`config.mk`:
```
export PLATFORM = sky130hd
export DESIGN_NAME = pmp_cfg_guard
export DESIGN_NICKNAME = d
export VERILOG_FILES = /design/src/rtl/pmp_guard_pkg.sv /design/src/rtl/pmp_level_ctrl.sv /design/src/rtl/pmp_lock_map.sv /design/src/rtl/pmp_cfg_filter.sv /design/src/rtl/pmp_cfg_guard.sv
export SDC_FILE = /design/constraint.sdc
export NUM_CORES = 1
export LEC_CHECK = 0
export BUFFER_PORTS_ARGS = -buffer_cell sky130_fd_sc_hd__buf_2
export CORE_MARGIN = 2
export CORE_UTILIZATION = 50
export DETAILED_ROUTE_END_ITERATION = 8
export PLACE_DENSITY = 0.79
export SETUP_SLACK_MARGIN = 0.02
export SKIP_LAST_GASP = 1
export SYNTH_ARGS = -nofsm -noshare
export SYNTH_HDL_FRONTEND = slang
export SYNTH_SLANG_ARGS = --single-unit
```
`constraint.sdc`:
```
create_clock -name clk -period 2.2 [get_ports clk]
set_clock_uncertainty 0.15 [all_clocks]
set_input_delay 0.22 -clock clk [delete_from_list [all_inputs] [get_ports clk]]
set_output_delay 0.22 -clock clk [all_outputs]
set_load 0.02 [all_outputs]
```
`src/rtl/pmp_guard_pkg.sv`:
```
package pmp_guard_pkg;

    typedef logic [1:0] sec_level_t;
    typedef logic [7:0] cfg_byte_t;

    typedef enum logic [1:0] {
        MATCH_OFF   = 2'd0,
        MATCH_TOR   = 2'd1,
        MATCH_NA4   = 2'd2,
        MATCH_NAPOT = 2'd3
    } match_mode_e;

    localparam int PRIV_HI = 7;
    localparam int PRIV_LO = 6;
    localparam int RSVD_B  = 5;
    localparam int MODE_HI = 4;
    localparam int MODE_LO = 3;
    localparam int EXEC_B  = 2;

    localparam sec_level_t LEVEL_TOP = 2'd3;

    function automatic logic [1:0] priv_field(input cfg_byte_t b);
        return b[PRIV_HI:PRIV_LO];
    endfunction

    function automatic match_mode_e mode_field(input cfg_byte_t b);
        return match_mode_e'(b[MODE_HI:MODE_LO]);
    endfunction

    // Field 2 always locks; field 3 locks only at the top level.
    function automatic logic entry_is_locked(input cfg_byte_t b, input sec_level_t lvl);
        logic [1:0] pl;
        pl = priv_field(b);
        return (pl == 2'd2) || ((pl == 2'd3) && (lvl == LEVEL_TOP));
    endfunction

endpackage

```
`src/rtl/pmp_level_ctrl.sv`:
```
module pmp_level_ctrl
    import pmp_guard_pkg::*;
(
    input  logic       clk,
    input  logic       rst_n,
    input  logic       lvl_we,
    input  sec_level_t lvl_wdata,
    input  logic       dflt_we,
    input  logic       dflt_wdata,
    output sec_level_t lvl_o,
    output logic       dflt_o
);

    typedef struct packed {
        sec_level_t lvl;
        logic       dflt;
    } ctrl_t;

    ctrl_t ctl_d, ctl_q;

    always_comb begin
        ctl_d = ctl_q;
        if (lvl_we && (lvl_wdata > ctl_q.lvl)) begin
            ctl_d.lvl = lvl_wdata;
        end
        if (dflt_we && dflt_wdata) begin
            ctl_d.dflt = 1'b1;
        end
    end

    always_ff @(posedge clk) begin
        if (!rst_n) begin
            ctl_q <= '0;
        end else begin
            ctl_q <= ctl_d;
        end
    end

    assign lvl_o  = ctl_q.lvl;
    assign dflt_o = ctl_q.dflt;

    AST_LEVEL_NEVER_FALLS: assert property (@(posedge clk) disable iff (!rst_n)
        lvl_o >= $past(lvl_o));
    AST_LEVEL_FOLLOWS_RAISE: assert property (@(posedge clk) disable iff (!rst_n)
        (lvl_we && (lvl_wdata > lvl_o)) |=> (lvl_o == $past(lvl_wdata)));
    AST_DFLT_STAYS_SET: assert property (@(posedge clk) disable iff (!rst_n)
        dflt_o |=> dflt_o);

endmodule

```
`src/rtl/pmp_lock_map.sv`:
```
module pmp_lock_map
    import pmp_guard_pkg::*;
#(
    parameter int N_ENTRIES = 8
) (
    input  cfg_byte_t [N_ENTRIES-1:0] cfg_i,
    input  sec_level_t                lvl_i,
    output logic [N_ENTRIES-1:0]      locked_o,
    output logic [N_ENTRIES-1:0]      addr_block_o
);

    for (genvar i = 0; i < N_ENTRIES; i++) begin : g_entry
        assign locked_o[i] = entry_is_locked(cfg_i[i], lvl_i);
        if (i < N_ENTRIES - 1) begin : g_with_upper
            // A locked top-of-range entry also freezes the base below it.
            assign addr_block_o[i] = locked_o[i] ||
                (locked_o[i+1] && (mode_field(cfg_i[i+1]) == MATCH_TOR));
        end else begin : g_last
            assign addr_block_o[i] = locked_o[i];
        end
    end

endmodule

```
`src/rtl/pmp_cfg_filter.sv`:
```
module pmp_cfg_filter
    import pmp_guard_pkg::*;
(
    input  sec_level_t lvl_i,
    input  logic       target_locked_i,
    input  cfg_byte_t  wdata_i,
    output logic       apply_o,
    output cfg_byte_t  legal_o
);

    logic locked_exec;

    always_comb begin
        locked_exec = (lvl_i == LEVEL_TOP) && wdata_i[PRIV_HI] && wdata_i[EXEC_B];
        apply_o     = !target_locked_i && !locked_exec;

        legal_o          = wdata_i;
        legal_o[RSVD_B]  = 1'b0;
        if (lvl_i == 2'd0) begin
            legal_o[PRIV_LO] = 1'b0;
        end
    end

endmodule

```
`src/rtl/pmp_cfg_guard.sv`:
```
module pmp_cfg_guard
    import pmp_guard_pkg::*;
#(
    parameter int N_ENTRIES = 8,
    parameter int ADDR_W    = 32,
    localparam int IDX_W    = (N_ENTRIES > 1) ? $clog2(N_ENTRIES) : 1
) (
    input  logic                 clk,
    input  logic                 rst_n,
    input  logic                 lvl_we,
    input  logic [1:0]           lvl_wdata,
    input  logic                 dflt_we,
    input  logic                 dflt_wdata,
    input  logic                 cfg_we,
    input  logic [IDX_W-1:0]     cfg_idx,
    input  logic [7:0]           cfg_wdata,
    input  logic                 addr_we,
    input  logic [IDX_W-1:0]     addr_idx,
    input  logic [ADDR_W-1:0]    addr_wdata,
    input  logic [IDX_W-1:0]     rd_idx,
    output logic [7:0]           cfg_rdata,
    output logic [ADDR_W-1:0]    addr_rdata,
    output logic [1:0]           sec_level,
    output logic                 dflt_closed,
    output logic [N_ENTRIES-1:0] entry_locked
);

    typedef struct packed {
        cfg_byte_t [N_ENTRIES-1:0]              cfg;
        logic [N_ENTRIES-1:0][ADDR_W-1:0]       addr;
    } table_t;

    table_t st_d, st_q;

    sec_level_t               lvl_cur;
    logic [N_ENTRIES-1:0]     addr_block;
    logic                     cfg_apply;
    cfg_byte_t                cfg_legal;

    pmp_level_ctrl u_level (
        .clk        (clk),
        .rst_n      (rst_n),
        .lvl_we     (lvl_we),
        .lvl_wdata  (lvl_wdata),
        .dflt_we    (dflt_we),
        .dflt_wdata (dflt_wdata),
        .lvl_o      (lvl_cur),
        .dflt_o     (dflt_closed)
    );

    pmp_lock_map #(.N_ENTRIES(N_ENTRIES)) u_locks (
        .cfg_i        (st_q.cfg),
        .lvl_i        (lvl_cur),
        .locked_o     (entry_locked),
        .addr_block_o (addr_block)
    );

    pmp_cfg_filter u_filter (
        .lvl_i           (lvl_cur),
        .target_locked_i (entry_locked[cfg_idx]),
        .wdata_i         (cfg_wdata),
        .apply_o         (cfg_apply),
        .legal_o         (cfg_legal)
    );

    always_comb begin
        st_d = st_q;
        if (cfg_we && cfg_apply) begin
            st_d.cfg[cfg_idx] = cfg_legal;
        end
        if (addr_we && !addr_block[addr_idx]) begin
            st_d.addr[addr_idx] = addr_wdata;
        end
    end

    always_ff @(posedge clk) begin
        if (!rst_n) begin
            st_q <= '0;
        end else begin
            st_q <= st_d;
        end
    end

    assign sec_level  = lvl_cur;
    assign cfg_rdata  = st_q.cfg[rd_idx];
    assign addr_rdata = st_q.addr[rd_idx];

    for (genvar i = 0; i < N_ENTRIES; i++) begin : g_chk
        AST_LOCKED_CFG_FROZEN: assert property (@(posedge clk) disable iff (!rst_n)
            entry_locked[i] |=> $stable(st_q.cfg[i]));
        AST_LOCKED_ADDR_FROZEN: assert property (@(posedge clk) disable iff (!rst_n)
            entry_locked[i] |=> $stable(st_q.addr[i]));
        AST_LEVEL0_NO_ODD_FIELD: assert property (@(posedge clk) disable iff (!rst_n)
            (sec_level == 2'd0) |-> !st_q.cfg[i][PRIV_LO]);
        AST_TOP_LOCKS_FIELD3: assert property (@(posedge clk) disable iff (!rst_n)
            ((sec_level == LEVEL_TOP) && (st_q.cfg[i][PRIV_HI:PRIV_LO] == 2'd3))
            |-> entry_locked[i]);
        AST_TOP_REFUSES_LOCKED_EXEC: assert property (@(posedge clk) disable iff (!rst_n)
            (cfg_we && (cfg_idx == IDX_W'(i)) && (sec_level == LEVEL_TOP)
             && cfg_wdata[PRIV_HI] && cfg_wdata[EXEC_B])
            |=> $stable(st_q.cfg[i]));
    end

endmodule

```
* Word level (Yosys, flattened, before mapping)
Cells that the tools add are included.
Storage, ports and cells: output and inout port bits 51, memories 0, memory bits (writable) 0, bits in latches 0, ROM bits 0, input port bits 58, word-level logic and storage cells 106, register bits after elaboration 323
Cells by class: mux-type cells 15, add/subtract/negate cells 0, $lt $le $gt $ge 6, eq/ne operators 24, multiply operators 0, bitwise gates (word level) 0, div/mod/pow operators 0, reduce and logical (&&, ||, !) cells 43, shift operators 0
Operators by type and width (count):
- 256-bit bitwise mux | 1
- 32-bit binary-select mux with 3-bit select | 1
- 32-bit demux with 3-bit select | 1
- 64-bit bitwise mux | 1
- 32-bit 2-to-1 mux | 2
- 2-bit equality test, second input constant | 17
- 8-bit binary-select mux with 3-bit select | 1
- 8-bit demux with 3-bit select | 1
- 1-bit logical AND | 24
- 8-bit 2-to-1 mux | 2
- 1-bit logical OR | 15
- 2-bit by 1-bit equality test with 1-bit output, second input constant | 7
- 3-bit by 4-bit < comparator with 1-bit output, second input constant | 3
- 1-bit binary-select mux with 3-bit select | 2
- 3-bit by 1-bit greater-or-equal comparator with 1-bit output, second input constant | 2
- 1-bit zero test | 3
- 1-bit 2-to-1 mux | 3
- 2-bit > comparator | 1
- 2-bit zero test | 1

* Depth between registers and ports, before layout
depth in word-level cells 9, mapped depth 7, gate-level depth less buffers 6

* Cells and area by module
From an unflattened synthesis, not the netlist that was laid out.
Second synthesis, totals: cell total of the unflattened synthesis 1305, area total of the unflattened synthesis 14390.1 µm²
Modules (own cells, without submodules):
- pmp_cfg_guard | cells each 1239, area each 13928.4 µm², times used 1, sequential area each 6406.1 µm²
- pmp_lock_map | cells each 38, area each 222.7 µm², times used 1, sequential area each 0.0 µm²
- pmp_level_ctrl | cells each 18, area each 158.9 µm², times used 1, sequential area each 60.1 µm²
- pmp_cfg_filter | cells each 10, area each 80.1 µm², times used 1, sequential area each 0.0 µm²

* Worst setup path before layout
No wires, ideal clock.
path kind flip-flop to flip-flop, start reg u_level.ctl_q (netlist bit u_level.lvl_o[0]), end reg st_q[100] (netlist bit), required time 1.978 ns, period minus slack after synthesis 2.181 ns, arrival time 1.959 ns, library setup time 0.072 ns, path buffers 3, cell stages (with the launch flop) 8, setup slack 0.019 ns, path through dfxtp_1 > buf_6 > nand2_1 > a21boi_1 > a311o_1 > buf_2 > buf_4 > mux2i_1
On the way: cells in the longest elaborated chain, start to end 9, elaborated cells between the ends (all ways) 35, those cells by class 1 x eq/ne; 2 x mux; 32 x reduce/logical
RTL lines:
- start, declared | RTL line pmp_level_ctrl.sv:19 | ctrl_t ctl_d, ctl_q;
- start signal, assigned | RTL line pmp_level_ctrl.sv:35 | ctl_q <= ctl_d;
- 2-bit equality test (*) | RTL line pmp_guard_pkg.sv:34 | return (pl == 2'd2) || ((pl == 2'd3) && (lvl == LEVEL_TOP));
- 1-bit logical AND (*) | RTL line pmp_guard_pkg.sv:34
- 1-bit logical OR (*) | RTL line pmp_guard_pkg.sv:34
- named net entry_locked[3] | RTL line pmp_cfg_guard.sv:25 | output logic [N_ENTRIES-1:0] entry_locked
- 1-bit logical AND | RTL line pmp_lock_map.sv:17 | (locked_o[i+1] && (mode_field(cfg_i[i+1]) == MATCH_TOR));
- 1-bit logical OR | RTL line pmp_lock_map.sv:16 | assign addr_block_o[i] = locked_o[i] ||
- 1-bit binary-select mux with 3-bit select (*) | RTL line pmp_cfg_guard.sv:71 | if (addr_we && !addr_block[addr_idx]) begin
- 1-bit 2-to-1 mux (not written as such) (*) | RTL line pmp_cfg_guard.sv:71
- 1-bit zero test (*) | RTL line pmp_cfg_guard.sv:71
- 1-bit logical AND (*) | RTL line pmp_cfg_guard.sv:71
- end signal, assigned | RTL line pmp_cfg_guard.sv:80 | st_q <= st_d;
- end, declared | RTL line pmp_cfg_guard.sv:33 | table_t st_d, st_q;
Mark *: on every way through the listed nets, which the timed path passes. The rest lies on a longest branch. The select of a mux whose other input is x is not followed. A chain may end at the register's enable or synchronous reset.

* Worst setup path in the final report
start reg st_q[315] (netlist bit), end out cfg_rdata[3]
On the way: cells in the longest elaborated chain, start to end 2
RTL lines:
- 8-bit binary-select mux with 3-bit select | RTL line pmp_cfg_guard.sv:85 | assign cfg_rdata = st_q.cfg[rd_idx];
- 8-bit 2-to-1 mux (not written as such) | RTL line pmp_cfg_guard.sv:85
- end, declared | RTL line pmp_cfg_guard.sv:21 | output logic [7:0] cfg_rdata,
No other way between the ends. The select of a mux whose other input is x is not followed.

==> results_dict.tcl <==
set metrics [dict create \
    finalWeightedCongestion 0.828 \
    track_usage_pct 22.9 \
    drive_above_1_share_pct 25.3 \
    cp_slowest_cell "mux4_2" \
    cts_buffer_depth 3 \
    wl_um 33500 \
    seq_area_um2 6320 \
    cts-htree-levels 2 \
    grt_start_max_net_pins 51 \
    drtIter0Drc 638 \
    worst_pin_slew_ns 0.647 \
    rrSetupSlack_ns 0.12 \
    critPathMaxFanout 3 \
    yosys.area.top_type_share_pct 44.7 \
    fmax_mhz 462 \
    run_status "complete, no violations" \
    rsz0062_at_grt "true" \
    gr-total-overflow 0 \
    synth_common_cells "dfxtp_1, mux2i_1, nand2_1, mux4_2, nor2b_1" \
    die_h_um 172 \
    finalMaxSlewViolations 0 \
    power_w 0.0125 \
    numCtsBuffers 35 \
    syn-num-nets 1325 \
    initial_core_util_pct 50.8 \
    slew_headroom_pct 56.7 \
    end_kind "output pin" \
    synth_seq_cells 315 \
    required_ns 1.83 \
    finalSetupTns_ns 0 \
    numPortBuffers 106 \
    cp.arrival_ns 1.79 \
    clk_latency_ns 0.52 \
    p_leak_nw 7.72 \
    cts_tree "done" \
    power.density_nw_per_um2 736 \
    ys_warn_count 0 \
    final_antenna_net_count 0 \
    min_period_ns 2.16 \
    cts.sink_count 315 \
    cts_root_buf "clkbuf_16" \
    vdd_ir_drop_max_uv 424 \
    layout_setup_ws_ns 0.0370 \
    n_fill_cell 2220 \
    grt_pass1_vias 10300 \
    yosysMostFrequentCell "dfxtp_1" \
    drc 0 \
    clkTransAtPathRegs_ns 0.06 \
    netlist_instances 1265 \
    cp_num_buf_inv 1 \
    num_rows 61 \
    vias_per_cell 5.46 \
    fin_area_um2 17000 \
    maxCapViolations 0 \
    hp-class "in2reg" \
    synthesis.area_um2 14100 \
    pre_cts_slack_ns 0.0720 \
    crit_path_cell_trace "mux4_2 -> mux2_4 -> buf_4" \
    synth_cell_types 44 \
    antenna_found_initial 0 \
    dieArea_um2 29600 \
    synthTopCellsByArea "dfxtp_1, mux2i_1, mux4_2" \
    antenna_cells 0 \
    grt_pass1_wl_um 53500 \
    hpwl_um 21500 \
    vias 9942 \
    dpl.cell_count 1718 \
    dieWidth_um 172 \
    ios 109 \
    multi_input_comb_area_um2 7310 \
    layout.nets 1481 \
    crit_family "multiplexers" \
    setup_violations 0 \
    worstSetupPathType "reg2out" \
    ys_seq_area_share_pct 44.7 \
    place_area_um2 15500 \
    async_reset_ff_share_pct 0 \
    postSynthAreaPerCell_um2 11.2 \
    area_growth_pct 20.7 \
    core_region_area_um2 27800 \
    yosysTopAreaCell "dfxtp_1" \
    synth_edf_count 0 \
    crit_path_max_incr_delay_ns 0.49 \
    critPathLaunchType "flop" \
    synth_ff_type "dfxtp_1" \
    drt-pass1-iter-count 7 \
    timing.final.crit_share_pct 98.3 \
    wl_per_cell_um 18.4 \
    hold_violations 0 \
    fin_cells 1821 \
]
## tightest hold or removal path, delay by kind of cell
family / cells / cell delay, ns
AND/OR/NAND/NOR: 1 / 0.09
AO/OA/AOI/OAI: 1 / 0.14
multiplexers: 1 / 0.10
buffers and inverters: 1 / 0.10
## kinds of logic (layout without fill, tap and decap cells)
group | after synthesis | count (layout) | synth area share [%]
and+or+nand+nor | 386 | 386 | 11.7
AOI/OAI and AO/OA | 22 | 22 | 1.65
adders and majority gates | 2 | 2 | 0.177
buffers and inverters | 109 | 287 | 4.01
muxes | 430 | 430 | 37.7
other | 1 | 1 | 0.0266
DFF | 315 | 315 | 44.7
## layer usage
metal | part of all wire (%) | track usage [%] | vias to the layer above
li1 | - | - | 4728
met1 | 45 | 30.0 | 4920
met2 | 49 | 39.1 | 238
met3 | 4.0 | 3.36 | 56
met4 | 2.3 | 6.87 | 0
met5 | 0 | 0 | -
## placed cells by master (no fill, tap or decap), types with 4 or more instances in the layout
| cell | count |
|---|---|
| clkinv_2 | 5 |
| mux2i_1 | 313 |
| inv_1 | 12 |
| mux2_2 | 34 |
| dlygate4sd3_1 | 43 |
| nand2_1 | 310 |
| nand3_1 | 4 |
| a311o_2 | 4 |
| clkbuf_16 | 35 |
| clkbuf_1 | 8 |
| mux4_2 | 78 |
| dfxtp_1 | 309 |
| buf_2 | 98 |
| clkbuf_8 | 6 |
| buf_12 | 26 |
| mux2_4 | 5 |
| buf_4 | 46 |
| nor2b_1 | 50 |
| dfxtp_2 | 5 |
## sequential cells by signal, indices dropped and copies added (netlist names)
| register | count |
|---|---|
| u_level.dflt_o | 1 |
| u_level.lvl_o | 2 |
| st_q | 312 |
## stage by stage
step / util [%] / hold WS [ns]
after detailed placement: 55.7 / 0.297
after global routing: 61.3 / 0.0406
after CTS: 61.2 / 0.0144
final: 61.3 / 0.0242
after global placement: 55.7 / 0.289
after floorplan: - / 0.233
## worst paths after layout
| kind | startpoint | end | cells after the start |
|---|---|---|---|
| worst max-delay path | st_q[315]$_SDFFE_PN0P_ | cfg_rdata[3] | 3 |
| worst min-delay path | lvl_we | u_level.lvl_o[0]$_SDFFE_PN0P_ | 4 |
| worst max register to register | st_q[270]$_SDFFE_PN0P_ | st_q[46]$_SDFFE_PN0P_ | 5 |
| worst min register to register | st_q[108]$_SDFFE_PN0P_ | st_q[108]$_SDFFE_PN0P_ | 2 |
## cell type report
class / count / area share (%)
Inverter: 13 / 0.286
Clock buffer: 49 / 5.80
Sequential cell: 315 / 37.1
Multi-Input combinational cell: 841 / 42.9
Clock inverter: 10 / 0.529
Tap cell: 378 / 2.77
Timing Repair Buffer: 215 / 10.6
## report_power, final
part           internal (W)  leakage, nW  switching, W
clock network       0.00325        0.528       0.00228
registers           0.00583         2.55     0.0000672
logic              0.000512         4.64      0.000592
total               0.00960         7.72       0.00294
## what timing repair did
item,4_1_cts,5_1_grt
setup endpoints to repair,2,5
buffers inserted,0,1
resized for setup,2,17
hold endpoints to repair,104,0
hold buffers,43,0
(Power assumes the default switching activity.)
